--- src/rtl/raster_tmg_pkg.sv ---
package raster_tmg_pkg;
  localparam int unsigned PW   = 16;
  localparam int unsigned NPAR = 19;
  localparam int unsigned SELW = $clog2(NPAR);
  localparam int unsigned AW   = 2;
  localparam int unsigned DW   = 8;

  typedef logic [PW-1:0] word_t;
  typedef logic [NPAR-1:0][PW-1:0] prm_arr_t;

  // parameter index positions (decoded by position)
  localparam int unsigned P_HDS = 0,  P_HDE = 1,  P_HWS = 2,  P_HWE = 3;
  localparam int unsigned P_VDS = 4,  P_VDE = 5,  P_VWS = 6,  P_VWE = 7;
  localparam int unsigned P_HEND = 8, P_VEND = 9, P_COLS = 10;
  localparam int unsigned P_HSS = 11, P_HSE = 12, P_VSS = 13, P_VSE = 14;
  localparam int unsigned P_HPOL = 15, P_VPOL = 16, P_HREP = 17, P_VREP = 18;

  localparam logic [1:0] ADDR_SEL = 2'd0, ADDR_LO = 2'd1, ADDR_HI = 2'd2, ADDR_STAT = 2'd3;

  function automatic word_t preset_val(input logic [1:0] m, input int unsigned idx);
    word_t hd, vd, he, ve, hs0, hs1, vs0, vs1, pol, hr, vr;
    case (m)
      2'd0: begin hd=16'd320;  vd=16'd200; he=16'd511;  ve=16'd259; hs0=16'd363;  hs1=16'd408;
                  vs0=16'd219; vs1=16'd223; pol=16'd0; hr=16'd0; vr=16'd0; end
      2'd1: begin hd=16'd640;  vd=16'd480; he=16'd799;  ve=16'd524; hs0=16'd656;  hs1=16'd752;
                  vs0=16'd490; vs1=16'd492; pol=16'd0; hr=16'd1; vr=16'd1; end
      2'd2: begin hd=16'd800;  vd=16'd600; he=16'd1055; ve=16'd627; hs0=16'd840;  hs1=16'd968;
                  vs0=16'd601; vs1=16'd605; pol=16'd1; hr=16'd1; vr=16'd2; end
      default: begin hd=16'd1024; vd=16'd768; he=16'd1343; ve=16'd805; hs0=16'd1048; hs1=16'd1184;
                  vs0=16'd771; vs1=16'd777; pol=16'd0; hr=16'd2; vr=16'd2; end
    endcase
    case (idx)
      P_HDE, P_HWE:   return hd;
      P_VDE, P_VWE:   return vd;
      P_HEND:         return he;
      P_VEND:         return ve;
      P_COLS:         return 16'd40;
      P_HSS:          return hs0;
      P_HSE:          return hs1;
      P_VSS:          return vs0;
      P_VSE:          return vs1;
      P_HPOL, P_VPOL: return pol;
      P_HREP:         return hr;
      P_VREP:         return vr;
      default:        return 16'd0;
    endcase
  endfunction
endpackage

--- src/rtl/raster_tmg_cnt.sv ---
module raster_tmg_cnt
  import raster_tmg_pkg::*;
(
  input  logic  clk_i,
  input  logic  rst_ni,
  input  logic  restart_i,
  input  word_t h_end_i,
  input  word_t v_end_i,
  output word_t h_o,
  output word_t v_o,
  output logic  frame_wrap_o
);
  word_t h_q, v_q;
  logic  h_last, v_last;

  assign h_last       = h_q >= h_end_i;
  assign v_last       = v_q >= v_end_i;
  assign frame_wrap_o = h_last && v_last;

  always_ff @(posedge clk_i or negedge rst_ni) begin
    if (!rst_ni) begin
      h_q <= '0;
      v_q <= '0;
    end else if (restart_i) begin
      h_q <= '0;
      v_q <= '0;
    end else if (h_last) begin
      h_q <= '0;
      v_q <= v_last ? '0 : v_q + 1'b1;
    end else begin
      h_q <= h_q + 1'b1;
    end
  end

  assign h_o = h_q;
  assign v_o = v_q;
endmodule

--- src/rtl/raster_tmg_regs.sv ---
module raster_tmg_regs
  import raster_tmg_pkg::*;
(
  input  logic            clk_i,
  input  logic            rst_ni,
  input  logic [1:0]      mode_i,
  input  logic            wr_en_i,
  input  logic [AW-1:0]   addr_i,
  input  logic [DW-1:0]   wdata_i,
  input  logic            frame_wrap_i,
  output logic            reload_o,
  output logic [SELW-1:0] sel_o,
  output word_t           pend_o,
  output prm_arr_t        live_o
);
  logic [1:0]      mode_q;
  logic [SELW-1:0] sel_q;
  word_t           pend_q [NPAR];
  word_t           live_q [NPAR];
  logic            wr_sel, wr_lo, wr_hi;

  assign reload_o = mode_i != mode_q;
  assign wr_sel   = wr_en_i && addr_i == ADDR_SEL;
  assign wr_lo    = wr_en_i && addr_i == ADDR_LO;
  assign wr_hi    = wr_en_i && addr_i == ADDR_HI;

  always_ff @(posedge clk_i or negedge rst_ni) begin
    if (!rst_ni) begin
      mode_q <= 2'd0;
      sel_q  <= '0;
    end else if (reload_o) begin
      mode_q <= mode_i;
    end else if (wr_sel && wdata_i < DW'(NPAR)) begin
      sel_q <= wdata_i[SELW-1:0];
    end
  end

  for (genvar i = 0; i < NPAR; i++) begin : g_prm
    always_ff @(posedge clk_i or negedge rst_ni) begin
      if (!rst_ni) begin
        pend_q[i] <= preset_val(2'd0, i);
        live_q[i] <= preset_val(2'd0, i);
      end else if (reload_o) begin
        pend_q[i] <= preset_val(mode_i, i);
        live_q[i] <= preset_val(mode_i, i);
      end else begin
        if (wr_lo && sel_q == SELW'(i)) pend_q[i][7:0]  <= wdata_i;
        if (wr_hi && sel_q == SELW'(i)) pend_q[i][15:8] <= wdata_i;
        // old pending value moves at the wrap edge
        if (frame_wrap_i) live_q[i] <= pend_q[i];
      end
    end
    assign live_o[i] = live_q[i];
  end

  always_comb begin
    pend_o = '0;
    for (int j = 0; j < NPAR; j++)
      if (sel_q == SELW'(j)) pend_o = pend_q[j];
  end

  assign sel_o = sel_q;
endmodule

--- src/rtl/raster_tmg_dec.sv ---
module raster_tmg_dec
  import raster_tmg_pkg::*;
(
  input  word_t    h_i,
  input  word_t    v_i,
  input  prm_arr_t prm_i,
  output logic     hsync_o,
  output logic     vsync_o,
  output logic     hblank_o,
  output logic     vblank_o,
  output logic     de_o,
  output logic     win_o,
  output logic     hstep_o,
  output logic     vstep_o
);
  function automatic logic [1:0] rep_mask(input word_t f);
    return (f == 16'd0) ? 2'b00 : (f == 16'd1) ? 2'b01 : 2'b11;
  endfunction

  logic       h_disp, v_disp, h_sact, v_sact;
  logic [1:0] hm, vm;

  assign h_disp = h_i >= prm_i[P_HDS] && h_i < prm_i[P_HDE];
  assign v_disp = v_i >= prm_i[P_VDS] && v_i < prm_i[P_VDE];
  assign h_sact = h_i >= prm_i[P_HSS] && h_i <= prm_i[P_HSE];
  assign v_sact = v_i >= prm_i[P_VSS] && v_i <= prm_i[P_VSE];

  assign hsync_o  = h_sact ? (|prm_i[P_HPOL]) : !(|prm_i[P_HPOL]);
  assign vsync_o  = v_sact ? (|prm_i[P_VPOL]) : !(|prm_i[P_VPOL]);
  assign hblank_o = !h_disp;
  assign vblank_o = !v_disp;
  assign de_o     = h_disp && v_disp;
  assign win_o    = h_i >= prm_i[P_HWS] && h_i < prm_i[P_HWE] &&
                    v_i >= prm_i[P_VWS] && v_i < prm_i[P_VWE];

  assign hm      = rep_mask(prm_i[P_HREP]);
  assign vm      = rep_mask(prm_i[P_VREP]);
  assign hstep_o = (h_i[1:0] & hm) == hm;
  assign vstep_o = (h_i == prm_i[P_HEND]) && ((v_i[1:0] & vm) == vm);
endmodule

--- src/rtl/raster_tmg.sv ---
module raster_tmg
  import raster_tmg_pkg::*;
(
  input  logic          clk_i,
  input  logic          rst_ni,
  input  logic [1:0]    mode_i,
  input  logic          wr_en_i,
  input  logic [1:0]    addr_i,
  input  logic [7:0]    wdata_i,
  output logic [7:0]    rdata_o,
  output logic [15:0]   h_cnt_o,
  output logic [15:0]   v_cnt_o,
  output logic          hsync_o,
  output logic          vsync_o,
  output logic          hblank_o,
  output logic          vblank_o,
  output logic          de_o,
  output logic          win_o,
  output logic          hstep_o,
  output logic          vstep_o,
  output logic [15:0]   cols_o
);
  logic            reload, frame_wrap;
  logic [SELW-1:0] sel;
  word_t           pend, h_cnt, v_cnt;
  prm_arr_t        live;

  raster_tmg_regs u_regs (
    .clk_i, .rst_ni, .mode_i, .wr_en_i, .addr_i, .wdata_i,
    .frame_wrap_i(frame_wrap), .reload_o(reload), .sel_o(sel),
    .pend_o(pend), .live_o(live)
  );

  raster_tmg_cnt u_cnt (
    .clk_i, .rst_ni, .restart_i(reload),
    .h_end_i(live[P_HEND]), .v_end_i(live[P_VEND]),
    .h_o(h_cnt), .v_o(v_cnt), .frame_wrap_o(frame_wrap)
  );

  raster_tmg_dec u_dec (
    .h_i(h_cnt), .v_i(v_cnt), .prm_i(live),
    .hsync_o, .vsync_o, .hblank_o, .vblank_o, .de_o, .win_o, .hstep_o, .vstep_o
  );

  always_comb begin
    case (addr_i)
      ADDR_SEL: rdata_o = DW'(sel);
      ADDR_LO:  rdata_o = pend[7:0];
      ADDR_HI:  rdata_o = pend[15:8];
      default:  rdata_o = {6'b0, vblank_o, hblank_o};
    endcase
  end

  assign h_cnt_o = h_cnt;
  assign v_cnt_o = v_cnt;
  assign cols_o  = live[P_COLS];
endmodule

--- config.mk ---
export PLATFORM = sky130hd
export DESIGN_NAME = raster_tmg
export DESIGN_NICKNAME = d
export VERILOG_FILES = /design/src/rtl/raster_tmg_pkg.sv /design/src/rtl/raster_tmg_cnt.sv /design/src/rtl/raster_tmg_regs.sv /design/src/rtl/raster_tmg_dec.sv /design/src/rtl/raster_tmg.sv
export SDC_FILE = /design/constraint.sdc
export NUM_CORES = 2
export LEC_CHECK = 0
export ABC_AREA = 1
export BUFFER_PORTS_ARGS = -buffer_cell sky130_fd_sc_hd__buf_2
export CAP_MARGIN = 30
export CORE_AREA = 2 2 314 316
export CTS_BUF_LIST = sky130_fd_sc_hd__clkbuf_4 sky130_fd_sc_hd__clkbuf_8
export DETAILED_ROUTE_END_ITERATION = 7
export DIE_AREA = 0 0 316 318
export GPL_ROUTABILITY_DRIVEN = 1
export GPL_TIMING_DRIVEN = 0
export PLACE_DENSITY = 0.58
export SETUP_SLACK_MARGIN = 0.2
export SLEW_MARGIN = 15
export SYNTH_ARGS = -nofsm -noshare
export SYNTH_HDL_FRONTEND = slang
export SYNTH_HIERARCHICAL = 1
export SYNTH_SLANG_ARGS = --single-unit
--- constraint.sdc ---
create_clock -name clk_i -period 7.83 [get_ports clk_i]
set_input_delay 2.349 -clock clk_i [delete_from_list [all_inputs] [get_ports clk_i]]
set_output_delay 2.349 -clock clk_i [all_outputs]
set_load 0.005 [all_outputs]
# After elaboration in Yosys (flattened, before gate mapping)
# Cells that the tools add are included.
# totals
input_bits	15
word_cells	351
ff_bits	647
output_inout_bits	64
# op_classes
bitwise_logic	3
n_eq_ne	28
n_addsub	2
n_mux	137
reduce_logical	105
magnitude_cmp	15
# op_table
op	n
two-way mux 16 bit	81
two-way mux 8 bit	38
one-hot mux 11 bit (3 select lines)	4
>= comparator 16 bit	8
one-hot mux 10 bit (3 select lines)	4
nonzero test 2 bit	40
less-than comparator 16 bit	4
logical AND 1 bit	52
== test 5 x 4 -> 1 bit (second input constant)	8
adder 16 x 1 -> 16 bit (second input constant)	2
== test 16 x 1 -> 1 bit (second input constant)	2
less-or-equal comparator 16 bit	2
zero test 16 bit	2
OR reduction 16 bit	2
one-hot mux 8 bit (3 select lines)	1
== test 5 x 3 -> 1 bit (second input constant)	4
== test 16 bit	1
== test 5 bit (second input constant)	3
== test 5 x 2 -> 1 bit (second input constant)	2
less-than comparator 8 x 5 -> 1 bit (second input constant)	1
two-way mux 2 bit	4
one-hot mux 2 bit (2 select lines)	2
== test 5 x 1 -> 1 bit (second input constant)	1
zero test 5 bit	1
other kinds (11)	21

# Logic depth before layout (Yosys ltp)
# logic_depth
ltp_word	21
ltp_mapped	20
mapped_depth_nobuf	18

# Hierarchy
# The synthesis kept the hierarchy.
# modules_own_cells
module	cells_each	area_each_um2	n_inst	seq_area_each_um2
raster_tmg_regs	3498	27522.6	1	15507.4
raster_tmg_dec	877	5372.7	1	0.0
raster_tmg_cnt	375	2693.8	1	800.8
raster_tmg	36	156.4	1	0.0

# Worst setup path after synthesis
# No wires, ideal clock.
# synth_path
path_type	input to output
from	input port addr_i[0]
to	output port rdata_o[2]
slack_ns	2.770
stages	3
required_ns	5.481
path_buffers	0
t_arrival_ns	2.711
path_cell_list	nor2_1 > nand2_1 > nand3_1
# synth_between
elab_chain_len	2
elab_cells_between_ends	4
# synth_lines
element	line_no	source
from (decl)	raster_tmg.sv:8	input logic [1:0] addr_i,
== test 2 bit (tied with other cells)	raster_tmg.sv:46	case (addr_i)
one-hot mux 8 bit (3 select lines) *	raster_tmg.sv:46	
to (decl)	raster_tmg.sv:10	output logic [7:0] rdata_o,
# Every way passes the cells marked *; elsewhere a longest branch is shown, timed or not.

# Worst setup path in the final report
# layout_path
from	register u_regs.sel_q[0], in the netlist u_regs/sel_o[0]
to	output port rdata_o[4]
# layout_between
elab_chain_len	21
elab_cells_between_ends	39
# layout_lines
element	line_no	source
from (decl)	raster_tmg_regs.sv:17	logic [SELW-1:0] sel_q;
from (signal assigned)	raster_tmg_regs.sv:34	sel_q <= wdata_i[SELW-1:0];
zero test 5 bit	raster_tmg_regs.sv:59	if (sel_q == SELW'(j)) pend_o = pend_q[j];
two-way mux 16 bit (18 in series)	raster_tmg_regs.sv:59	
two-way mux 16 bit *	raster_tmg_regs.sv:59	
via pend[12]	raster_tmg.sv:25	word_t pend, h_cnt, v_cnt;
one-hot mux 8 bit (3 select lines) *	raster_tmg.sv:46	
# The timed path passes the listed nets; every way through them passes the cells marked *.

==> metrics <==
xor/xnor share of the synthesized area=0.858%; fraction of registers with async set/reset=100%; mux cell area share after synthesis=0%; Area Growth Syn to Fin=15.1%; Worst-Margin Slew=1.08 ns; Max VDD drop=0.000135 V; CTS tree=done; top cell type's share of synthesized area=38.7%; total via count in the routed design=33200; initial drt markers=3433; slew margin rel.=28.1%; vias per cell=5.18; syn_nets=5030; clock root buffer=clkbuf_8; clk sink count=647; Seq cells post-synth=647; max_cap viols=0; PwrDens=203 nW/um^2; status=finished clean; min-delay worst type=reg -> reg; commonest cells after routing, fill and taps aside=nand2_1, inv_1, nor2_1, dfrtp_1, o21ai_0; final setup margin=0.786 ns; most common cell after layout, fill and taps aside=nand2_1; area leader, netlist=dfrtp_1; CP startpoint kind=flip-flop; critical path class=reg -> out; Compound-Gate Fraction of Synth Area=9.11%; postcts setup bufs=0; syn avg cell area=7.47 um^2; grt total ovfl=0; Hold Vio Cnt, Final=0; first-pass GRT wire length=213000 um; simple-gate share of the synthesized area=27.1%; clk slew on worst S/H paths=0.07 ns; DRT antenna net count=0; # hold bufs at CTS=0; Yosys Warn Count=6; initial core utilization=36.7%; final instance area=41100 um^2; post-synthesis sequential area ratio=45.6%; worst skew pair latency=0.81 ns; PostCTS Resize Cnt=0; pre-CTS WS=1.61 ns; Post-synth EDFFs=0; Final nets=5266; total CTS buffers=115; Post-Syn Area=35700 um^2; WL final=148000 um; Synth area leaders=dfrtp_1, nand2_1, ha_1; fmax=142 MHz; number of buffers added on ports=78; initial antenna violation count=8; detailed-route wire length per cell=23.0 um; max-slew violations=0; Setup violations, final=0; layout cell share with drive strength beyond 1=11.1%; die area=100000 um^2; Reg2Reg Setup Slack=2.62 ns; first-pass iteration count of the detailed router=5; Pleak=20.1 nW; # DRC=0; Clock Path Buffers=3; FP Rows=115; Synth cell types=49; placed cell areas=38400 um^2; largest net degree at the start of global routing=101; clock period minus worst slack=7.04 ns; RD Place Congestion=0.995; CP endpoint kind=primary output; largest family of logic cells by synthesized area=simple AND/OR/NAND/NOR gates; Top FF cell, synth=dfrtp_1; I/O Pins=79; peak fanout along the critical path=10; Tcrit/Tclk final=90.0%; vias in the first global route=31800; core region area=97400 um^2; All-Layer GR Usage=29.2%; critical path required time=5.48 ns; crit path DAT=4.70 ns; Syn Inst Count=4786; Die W=316 um; unrepaired setup endpoints after global routing=false; adder-cell share of the synthesized area=8.02%; Die H=318 um; Clock Skews=0.0531 ns; detailed placement HPWL=112000 um; htree depth=3
-- state kept, by name (all words and copies together), names as in the netlist --
signal and flops:
u_regs/live_o 304, u_cnt/h_o 16, u_regs/mode_q 2, u_regs/pend_q 304, u_cnt/v_o 16, u_regs/sel_o 5
-- cell type report --
class	instances	area, um^2
fill	10200	56300
sequential	647	16300
multi-input combinational	3279	16100
inverter	677	2540
clock buffer	197	2450
tap	1287	1610
timing repair buffer	119	1090
buffer	183	793
clock inverter	22	214
antenna	3	7.51
-- worst paths after layout --
kind                                 endpoint              start  depth (start not counted)
hold / removal              u_regs/live_o[50]  u_regs/live_o[50]                          2
setup / recovery                   rdata_o[4]    u_regs/sel_o[0]                         16
max in group asynchronous  u_regs/live_o[227]             rst_ni                          3
min in group asynchronous  u_regs/live_o[286]             rst_ni                          1
hold reg to reg             u_regs/live_o[50]  u_regs/live_o[50]                          2
setup reg to reg           u_regs/live_o[287]       u_cnt/h_o[7]                         14
-- metal layers --
metal | GRT usage [%] | part of all wire, %
met3 | 6.27 | 8.7
met1 | 39.2 | 42
met2 | 44.8 | 44
met5 | 0 | 0.037
met4 | 13.8 | 5.1
-- logic make-up after synthesis --
group | Yosys count
adders and majority gates | 229
buffers and inverters | 860
DFF | 647
AOI/OAI and AO/OA | 607
and+or+nand+nor | 2408
xor gates and xnor gates | 35
-- synthesized netlist by cell type, types with 2 or more instances --
master and number:
a21oi_2 2, or2_0 2, inv_1 641, nor2_4 2
or2_1 5, buf_6 3, o21bai_1 8, a21oi_4 2
o21ai_0 328, o311ai_0 14, nor3_2 8, nand2_2 5
xor2_1 19, nand3_1 100, o21ai_1 20, nor4_1 11
a21oi_1 175, o21a_1 9, o31ai_1 4, nor2_1 575
o211ai_1 13, a31oi_1 24, dfrtp_1 553, nand2_1 1552
buf_2 50, clkinv_1 11, a21o_1 4, nor2_2 16
or2_2 3, clkbuf_1 101, nand3_2 4, ha_1 229
inv_2 24, buf_4 3, nand4_1 102, dfstp_2 94
nor3_1 18, buf_1 26, xnor2_1 16
-- report_power, final --
part           switching [W]  internal [W]  leakage [nW]  total, W
clock                0.00156       0.00205          1.43   0.00361
sequential          0.000138       0.00356          8.55   0.00370
combinational       0.000800      0.000252          10.1   0.00105
-- per-stage QoR --
step                      hold WS [ns]  instances  setup TNS, ns  power [W]  utilization, %
after floorplan                  0.434       4786              0    0.00422               -
after global placement           0.447       6151       -6004.63    0.00474            38.7
after detailed placement         0.454       6191              0    0.00478            39.5
after CTS                        0.469       6410              0    0.00839            42.2
after global routing             0.488       6412              0    0.00866            42.2
final                            0.468       6414              0    0.00837            42.2
-- critical path: stages, from the launching register on --
cell and delay [ns]:
dfrtp_1 0.35, buf_2 0.24, inv_2 0.06, nor3_2 0.64, nand2_2 0.32, inv_2 0.17
buf_2 0.31, nand2_1 0.08, nand2_1 0.12, nand4_1 0.35, nor2_1 0.27, nand4_1 0.14
nor2_1 0.29, nand4_1 0.12, nand2_1 0.09, nand3_1 0.13, buf_2 0.17
Note: power is estimated with default switching activity, not from simulation.
